===== src/rtl/pdf_pkg.sv =====
package pdf_pkg;

    typedef enum logic [2:0] {
        CLS_NONE   = 3'd0,
        CLS_COND   = 3'd1,
        CLS_UNCOND = 3'd2,
        CLS_CALL   = 3'd3,
        CLS_RET    = 3'd4,
        CLS_LDST   = 3'd5,
        CLS_ALU    = 3'd6,
        CLS_OTHER  = 3'd7
    } instr_class_e;

    typedef enum logic {
        ST_IDLE = 1'b0,
        ST_EMIT = 1'b1
    } fill_state_e;

    localparam logic [5:0] OP_COND   = 6'h04;
    localparam logic [5:0] OP_UNCOND = 6'h05;
    localparam logic [5:0] OP_CALL   = 6'h06;
    localparam logic [5:0] OP_RET    = 6'h07;
    localparam int         HINT_BIT  = 25;

    function automatic instr_class_e classify(input logic [31:0] word);
        logic [5:0] op;
        op = word[31:26];
        if (word == 32'h0)           return CLS_NONE;
        else if (op == OP_COND)      return CLS_COND;
        else if (op == OP_UNCOND)    return CLS_UNCOND;
        else if (op == OP_CALL)      return CLS_CALL;
        else if (op == OP_RET)       return CLS_RET;
        else if (op[5:4] == 2'b10)   return CLS_LDST;
        else if (op[5:4] == 2'b01)   return CLS_ALU;
        else                         return CLS_OTHER;
    endfunction

endpackage


===== src/rtl/pdf_slot_decode.sv =====
module pdf_slot_decode
    import pdf_pkg::*;
#(
    parameter int ADDR_W = 32,
    parameter int DISP_W = 19,
    parameter int SLOT   = 0
) (
    input  logic [ADDR_W-1:0] line_base,
    input  logic [31:0]       instr,
    output logic [3:0]        tag,
    output logic              taken,
    output logic [ADDR_W-1:0] target
);

    localparam int EXT_W = ADDR_W - DISP_W - 2;

    instr_class_e        cls;
    logic                is_direct;
    logic [ADDR_W-1:0]   slot_pc;
    logic [ADDR_W-1:0]   offset;

    always_comb begin
        cls       = classify(instr);
        is_direct = (cls == CLS_COND) || (cls == CLS_UNCOND) || (cls == CLS_CALL);
        taken     = ((cls == CLS_COND) && instr[HINT_BIT]) ||
                    (cls == CLS_UNCOND) || (cls == CLS_CALL);
        slot_pc   = line_base + ADDR_W'(SLOT * 4);
        offset    = {{EXT_W{instr[DISP_W-1]}}, instr[DISP_W-1:0], 2'b00};
        target    = is_direct ? (slot_pc + offset) : '0;
        tag       = {taken, cls};
    end

endmodule


===== src/rtl/pdf_succ_select.sv =====
module pdf_succ_select #(
    parameter int ADDR_W = 32,
    parameter int SLOTS  = 4,
    parameter int OFF_W  = 4
) (
    input  logic [SLOTS-1:0]        taken,
    input  logic [SLOTS*ADDR_W-1:0] targets,
    input  logic [ADDR_W-OFF_W-1:0] line_idx,
    output logic [ADDR_W-OFF_W-1:0] succ
);

    localparam int SUCC_W = ADDR_W - OFF_W;

    always_comb begin
        succ = line_idx + SUCC_W'(1);
        // scan from the last slot down so the earliest taken slot wins
        for (int i = SLOTS - 1; i >= 0; i--) begin
            if (taken[i]) begin
                succ = targets[i*ADDR_W + OFF_W +: SUCC_W];
            end
        end
    end

endmodule


===== src/rtl/pdf_pred_init.sv =====
module pdf_pred_init #(
    parameter int SLOTS = 4
) (
    input  logic [SLOTS-1:0] taken,
    output logic [SLOTS-1:0] pred
);

    localparam int NPAIR = SLOTS / 2;
    localparam logic [1:0] WEAK_TAKEN     = 2'b10;
    localparam logic [1:0] WEAK_NOT_TAKEN = 2'b01;

    for (genvar p = 0; p < NPAIR; p++) begin : g_pair
        assign pred[2*p +: 2] = (taken[2*p] || taken[2*p+1]) ? WEAK_TAKEN : WEAK_NOT_TAKEN;
    end

endmodule


===== src/rtl/pdf_fill_predecode.sv =====
module pdf_fill_predecode
    import pdf_pkg::*;
#(
    parameter int ADDR_W = 32,
    parameter int SLOTS  = 4,
    parameter int DISP_W = 19
) (
    input  logic                                       clk,
    input  logic                                       rst_n,
    input  logic                                       fill_valid,
    input  logic [ADDR_W-1:0]                          fill_addr,
    input  logic [SLOTS*32-1:0]                        fill_data,
    output logic                                       out_valid,
    output logic [SLOTS*4-1:0]                         out_tags,
    output logic [SLOTS*ADDR_W-1:0]                    out_tgt,
    output logic [ADDR_W-$clog2(SLOTS*4)-1:0]          out_succ,
    output logic [SLOTS-1:0]                           out_pred
);

    localparam int OFF_W  = $clog2(SLOTS * 4);
    localparam int SUCC_W = ADDR_W - OFF_W;

    fill_state_e state_q, state_d;

    logic [ADDR_W-1:0]        line_base;
    logic [SLOTS*4-1:0]       tags_c;
    logic [SLOTS*ADDR_W-1:0]  tgt_c;
    logic [SLOTS-1:0]         taken_c;
    logic [SUCC_W-1:0]        succ_c;
    logic [SLOTS-1:0]         pred_c;

    assign line_base = {fill_addr[ADDR_W-1:OFF_W], {OFF_W{1'b0}}};

    for (genvar i = 0; i < SLOTS; i++) begin : g_slot
        pdf_slot_decode #(
            .ADDR_W (ADDR_W),
            .DISP_W (DISP_W),
            .SLOT   (i)
        ) u_dec (
            .line_base (line_base),
            .instr     (fill_data[32*i +: 32]),
            .tag       (tags_c[4*i +: 4]),
            .taken     (taken_c[i]),
            .target    (tgt_c[ADDR_W*i +: ADDR_W])
        );
    end

    pdf_succ_select #(
        .ADDR_W (ADDR_W),
        .SLOTS  (SLOTS),
        .OFF_W  (OFF_W)
    ) u_succ (
        .taken    (taken_c),
        .targets  (tgt_c),
        .line_idx (fill_addr[ADDR_W-1:OFF_W]),
        .succ     (succ_c)
    );

    pdf_pred_init #(
        .SLOTS (SLOTS)
    ) u_pred (
        .taken (taken_c),
        .pred  (pred_c)
    );

    // state register
    always_ff @(posedge clk) begin
        if (!rst_n) state_q <= ST_IDLE;
        else        state_q <= state_d;
    end

    // next-state logic
    always_comb begin
        state_d = state_q;
        unique case (state_q)
            ST_IDLE: state_d = fill_valid ? ST_EMIT : ST_IDLE;
            ST_EMIT: state_d = fill_valid ? ST_EMIT : ST_IDLE;
            default: state_d = ST_IDLE;
        endcase
    end

    // output registers, loaded only on a refill beat
    always_ff @(posedge clk) begin
        if (!rst_n) begin
            out_tags <= '0;
            out_tgt  <= '0;
            out_succ <= '0;
            out_pred <= '0;
        end else if (fill_valid) begin
            out_tags <= tags_c;
            out_tgt  <= tgt_c;
            out_succ <= succ_c;
            out_pred <= pred_c;
        end
    end

    assign out_valid = (state_q == ST_EMIT);

endmodule


===== config.mk =====
export PLATFORM = sky130hd
export DESIGN_NAME = pdf_fill_predecode
export DESIGN_NICKNAME = d
export VERILOG_FILES = /design/src/rtl/pdf_pkg.sv /design/src/rtl/pdf_slot_decode.sv /design/src/rtl/pdf_succ_select.sv /design/src/rtl/pdf_pred_init.sv /design/src/rtl/pdf_fill_predecode.sv
export SDC_FILE = /design/constraint.sdc
export NUM_CORES = 1
export LEC_CHECK = 0
export ABC_AREA = 1
export BUFFER_PORTS_ARGS = -buffer_cell sky130_fd_sc_hd__buf_2
export CAP_MARGIN = 15
export CORE_AREA = 2 2 161 242
export DETAILED_ROUTE_END_ITERATION = 6
export DIE_AREA = 0 0 163 244
export MAX_ROUTING_LAYER = met4
export PLACE_DENSITY = 0.69
export REMOVE_ABC_BUFFERS = 1
export SYNTH_ARGS = -nofsm -noshare
export SYNTH_HDL_FRONTEND = slang
export SYNTH_SLANG_ARGS = --single-unit

===== constraint.sdc =====
create_clock -name clk -period 2.1 [get_ports clk]
set_input_delay 0.105 -clock clk [delete_from_list [all_inputs] [get_ports clk]]
set_output_delay 0.105 -clock clk [all_outputs]
set_load 0.05 [all_outputs]

Yosys cells after proc, flatten, opt, wreduce, memory -nomap -nowiden
Cells that the tools add are included.
{"block": "classes", "n_eq_ne": 36, "n_reduce_logical": 26, "muxes": 39, "add_sub_neg": 8}
{"operator": "adder 32 bit", "n": 4}
{"operator": "logical NOT 32 bit", "n": 4}
{"operator": "two-way mux 32 bit", "n": 4}
{"operator": "two-way mux 28 bit", "n": 4}
{"operator": "equality test 6 x 3 -> 1 bit (second input constant)", "n": 16}
{"operator": "two-way mux 3 bit", "n": 24}
{"operator": "adder 32 x 4 -> 32 bit (second input constant)", "n": 2}
{"operator": "adder 32 x 3 -> 32 bit (second input constant)", "n": 1}
{"operator": "adder 28 x 1 -> 28 bit (second input constant)", "n": 1}
{"operator": "equality test 3 x 2 -> 1 bit (second input constant)", "n": 8}
{"operator": "logical OR 1 bit", "n": 18}
{"operator": "equality test 3 x 1 -> 1 bit (second input constant)", "n": 4}
{"operator": "equality test 2 x 1 -> 1 bit (second input constant)", "n": 4}
{"operator": "equality test 2 bit (second input constant)", "n": 4}
{"operator": "two-way mux 1 bit", "n": 5}
{"operator": "logical AND 1 bit", "n": 4}
{"operator": "two-way mux 2 bit", "n": 2}
{"block": "word_totals", "wordCells": 114, "inputBits": 163, "reg_bits": 177}

Logic depth before layout (Yosys ltp)
{"block": "logic_depth", "depth_word": 16, "depth_mapped": 18, "depth_no_buf": 18}

Cells and area by module
A second synthesis with hierarchy kept.
{"block": "hier_totals", "cells_unflattened": 3719, "area_unflattened_um2": 20201.9}
{"module": "pdf_fill_predecode", "cells_per_inst": 1119, "area_each_um2": 7165.6, "n_inst": 1, "seq_area_each_um2": 3543.4}
{"module": "pdf_slot_decode (g_slot[2].u_dec)", "cells_per_inst": 551, "area_each_um2": 2849.0, "n_inst": 1, "seq_area_each_um2": 0.0}
{"module": "pdf_slot_decode (g_slot[1].u_dec)", "cells_per_inst": 550, "area_each_um2": 2842.7, "n_inst": 1, "seq_area_each_um2": 0.0}
{"module": "pdf_slot_decode (g_slot[3].u_dec)", "cells_per_inst": 522, "area_each_um2": 2800.2, "n_inst": 1, "seq_area_each_um2": 0.0}
{"module": "pdf_slot_decode (g_slot[0].u_dec)", "cells_per_inst": 519, "area_each_um2": 2571.2, "n_inst": 1, "seq_area_each_um2": 0.0}
{"module": "pdf_succ_select", "cells_per_inst": 450, "area_each_um2": 1943.1, "n_inst": 1, "seq_area_each_um2": 0.0}
{"module": "pdf_pred_init", "cells_per_inst": 8, "area_each_um2": 30.0, "n_inst": 1, "seq_area_each_um2": 0.0}

Worst setup path before layout
Ideal clock, no wire load.
{"block": "synth_path", "path_kind": "input -> register", "startpoint": "input fill_addr[4]", "endpoint": "register out_succ[16]", "required_ns": 1.978, "slack_ns": 0.164, "t_arrival_ns": 1.814, "cell_stages": 13, "n_path_buf": 0, "cell_sequence": "ha_1 -> fa_1 -> nand3_1 -> nand2_1 -> a21oi_2 -> o21bai_1 -> nand2_1 -> nand2_1 -> or2_2 -> nand3_1 -> nand2_1 -> nand2_1 -> a21oi_2"}
{"block": "synth_via", "elab_chain_len": 7}
{"element": "start, declared", "line": "pdf_fill_predecode.sv:11", "rtl": "input logic [ADDR_W-1:0] fill_addr,"}
{"element": "adder 32 x 4 -> 32 bit", "line": "pdf_slot_decode.sv:27", "rtl": "slot_pc = line_base + ADDR_W'(SLOT * 4);"}
{"element": "adder 32 bit", "line": "pdf_slot_decode.sv:29", "rtl": "target = is_direct ? (slot_pc + offset) : '0;"}
{"element": "two-way mux 32 bit", "line": "pdf_slot_decode.sv:29"}
{"element": "two-way mux 28 bit (3 in a row)", "line": "pdf_succ_select.sv:18", "rtl": "if (taken[i]) begin"}
{"element": "two-way mux 28 bit *", "line": "pdf_succ_select.sv:18"}
{"element": "end signal, assigned", "line": "pdf_fill_predecode.sv:92", "rtl": "out_succ <= succ_c;"}
{"element": "end, declared", "line": "pdf_fill_predecode.sv:16", "rtl": "output logic [ADDR_W-$clog2(SLOTS*4)-1:0] out_succ,"}
Every way passes the cells marked *; elsewhere a longest branch is shown, timed or not.
A chain may end at the register's enable or synchronous reset.

Final worst setup path
{"block": "layout_path", "startpoint": "input fill_addr[5]", "endpoint": "register out_succ[8]"}
The elaborated chain is that of the path after synthesis.

==> impl_metrics.ini <==
[outcome]
outcome = finished, final reports clean

[power_and_ir_drop]
internal-power_w = 0.00730
power_switching_share_pct = 39.2
power_frac_clock_pct = 28.2
ir_drop_uv = 444
powerDensity_nw_per_um2 = 546
p_seq_share_pct = 28.0
switchingPower_w = 0.00472
comb_power_share_pct = 43.8
p_leak_nw = 11.4

[synthesis]
ys_warn_count = 0
yosys_register_bits = 169
synthFlopType = dfxtp_1
yosysTopAreaCell = dfxtp_1
synth.cell_area_sq_um = 14900
synthCells = 2427
synth_top_cell_area_share_pct = 22.7
synth_area_per_cell_sq_um = 6.15
yosysSeqAreaShare_pct = 22.7
synthArstFlopShare_pct = 0
synthTopCellsByArea = dfxtp_1, nand2_1, ha_1
synth_edf_count = 0
synth_cell_types = 58

[worst_setup_path]
critPathRequiredTime_ns = 2.50
crit_path_max_fanout = 7
worst-setup-path-type = input pin to flip-flop
critPathTopFamily = compound AO/OA/AOI/OAI gates
critical_path.max_stage_delay_ns = 0.53
r2r.worst_path.cells = 2
crit_buf_inv = 2
slowest_stage = o21ai_0
crit_chain = buf_6 > ha_2 > a21oi_1 > nand2_1 > buf_4 > nand3_1 > nand2_1 > nand2_1 > nand2_1 > xnor2_1 > o21ai_0 > nand2_1 > a21oi_1
end_kind = flip-flop
cp-start-kind = input pin
r2r_start = out_succ[22]$_SDFFE_PN0P_
r2r-end = out_succ[22]$_SDFFE_PN0P_
arrival_ns = 2.48
cpMostUsedCell = nand2_1
r2r_setup_slack_ns = 1.25

[floorplan]
die_h_microns = 244
die_x_microns = 163
fp.coreArea_sq_um = 37600
initial_core_util_pct = 39.8
row_count = 87
fp.dieArea_sq_um = 39800
num_io_pins = 340

[cells_and_area]
seqCellArea_sq_um = 3380
layout.nets = 3531
diodes = 0
num-fill-cells = 3743
stdcell_count = 3756
syn2layout_area_growth_pct = 47.6
drive_gt1_share_pct = 30.3
final_cell_area_sq_um = 22000
multi_input_area_sq_um = 10500

[grt]
first_global_vias = 19200
grt_max_degree = 102
grt_pass1_wl_mm = 109
groute.usage.overall_pct = 37.5
antenna_found_initial = 0
overflow = 0

[placement]
dpl.hpwl_mm = 60.9
dpl.cell_count = 3712
io_buffers = 327
gp_congestion = 1.04
post_dp_cell_area_sq_um = 21000

[route]
first_pass_iters = 6
wl_mm = 74.4
drt_iter0_drc = 1568
drc = 0
ant_nets = 0
wl_per_cell_microns = 19.8
vias = 20100
routed_via_density = 5.34

[timing]
setup_viol = 0
max_clock_freq_mhz = 480
finalSetupTns_ns = 0
tightest_slew_ns = 0.666
timing.slew.headroom_pct = 55.2
drv_slew = 0
period_share_pct = 99.1
hold_viol = 0
min_period_ns = 2.08
finClkSkew_ns = 0

[worst_hold_path]
worstHoldStart = fill_data[94]
holdCritPathClass = input pin to flip-flop
holdPathStages = 4
hold_path_end = out_tags[9]$_SDFFE_PN0P_

[cts]
cts.path.max_buffers = 2
cts_tree = built
clk_pin_slew_ns = 0.07
clock-root-buffer = clkbuf_16
cts_buffers = 17
cts_sinks = 169
clock_latency_ns = 0.46
htreeDepth = 4

[flow_run]
drv_cap = 0
-- registers in the layout, summed over array words and instances, names as in the netlist --
name and cells:
out_succ 28, out_tags 16, out_tgt 120, out_valid 1, out_pred 4
-- tightest hold or removal path, cell delays in order --
cell	delay [ns]
buf_2	0.08
inv_1	0.04
o221ai_1	0.06
a32o_1	0.16
-- cell usage after synthesis (17+ instances only) --
library cell / n
xor2_1: 34
dfxtp_1: 169
inv_1: 242
nor2_1: 214
xnor2_1: 34
o21bai_1: 21
nand4_1: 43
or2_2: 17
nand2_1: 715
nor3_1: 32
nand3_1: 170
ha_1: 112
a32o_1: 24
nor4_1: 35
o21ai_0: 202
a21oi_1: 173
clkbuf_1: 36
nand3b_1: 17
-- cell families after synthesis --
family / share of synthesized area [%]
AND/OR/NAND/NOR: 36.6
AO/OA/AOI/OAI: 18.6
buffers and inverters: 8.50
flip-flops: 22.7
adder cells (fa/ha/maj): 9.65
XOR/XNOR: 3.99
other: 0.0251
-- area by class of cell --
class	count	share of cell area (%)
sequential	169	15.4
inverter	251	4.32
tap	489	2.78
clock buffer	18	1.99
timing repair buffer	867	26.9
multi-input combinational	1948	47.9
clock inverter	14	0.738
-- metrics by stage --
| step | worst slack, ns | hold WS [ns] | util [%] | power, W |
|---|---|---|---|---|
| 3_5_place_dp | -0.584 | 0.374 | 56.0 | 0.00848 |
| 3_3_place_gp | -0.596 | 0.373 | 56.0 | 0.00844 |
| 4_1_cts | 0.0105 | 0.00150 | 57.9 | 0.0119 |
| 2_1_floorplan | -2.65 | 0.198 | - | 0.00578 |
| 5_1_grt | -0.0191 | 0.0239 | 58.7 | 0.0125 |
| 6_report | 0.0179 | 0.00786 | 58.7 | 0.0120 |
-- power by group through the flow --
stage | clock network, W | logic [W] | registers [W]
after floorplan | 0 | 0.00203 | 0.00375
after global placement | 0 | 0.00500 | 0.00343
after detailed placement | 0 | 0.00505 | 0.00343
after CTS | 0.00342 | 0.00509 | 0.00336
after global routing | 0.00353 | 0.00562 | 0.00337
final | 0.00339 | 0.00526 | 0.00336
-- cells in the final DEF, fill, tap and decap left out, drive strengths merged, types with 9 or more instances in the layout --
| cell type | instances |
|---|---|
| nand4 | 43 |
| o21ai | 210 |
| nand2 | 720 |
| a32o | 24 |
| xor2 | 34 |
| buf | 851 |
| o21bai | 24 |
| dfxtp | 169 |
| o31ai | 10 |
| clkbuf | 25 |
| a21oi | 176 |
| nor2 | 220 |
| nand3 | 173 |
| dlygate4sd3 | 9 |
| nor4 | 35 |
| ha | 112 |
| or2 | 24 |
| xnor2 | 34 |
| o211ai | 10 |
| inv | 252 |
| nor3 | 35 |
| nand3b | 17 |
-- how the worst max path moves through the flow --
stage	slack, ns	from	depth (start not counted)	end
after floorplan	-2.65	rst_n	3	out_tgt[100]$_SDFFE_PN0P_
after global placement	-0.60	fill_addr[6]	15	out_succ[11]$_SDFFE_PN0P_
after detailed placement	-0.58	fill_addr[6]	15	out_succ[11]$_SDFFE_PN0P_
after CTS	0.01	fill_addr[6]	15	out_succ[11]$_SDFFE_PN0P_
after global routing	-0.02	fill_addr[12]	16	out_succ[13]$_SDFFE_PN0P_
final	0.02	fill_addr[5]	13	out_succ[8]$_SDFFE_PN0P_
-- per-layer routing --
metal / share of wire (%) / vias up / GRT usage, %
li1: - / 9794 / -
met1: 37 / 9115 / 40.5
met2: 48 / 888 / 62.8
met3: 6.5 / 260 / 4.43
met4: 8.8 / 0 / 27.9
met5: 0 / - / -
-- timing repair --
action / 4_1_cts / 5_1_grt
buffers inserted: 0 / 3
gates resized for setup: 2 / 69
endpoints found under the hold margin: 9 / 0
pin swaps: 0 / 5
endpoints found under the setup margin: 2 / 24
hold buffers: 9 / 0
Note: power is estimated with default switching activity, not from simulation.
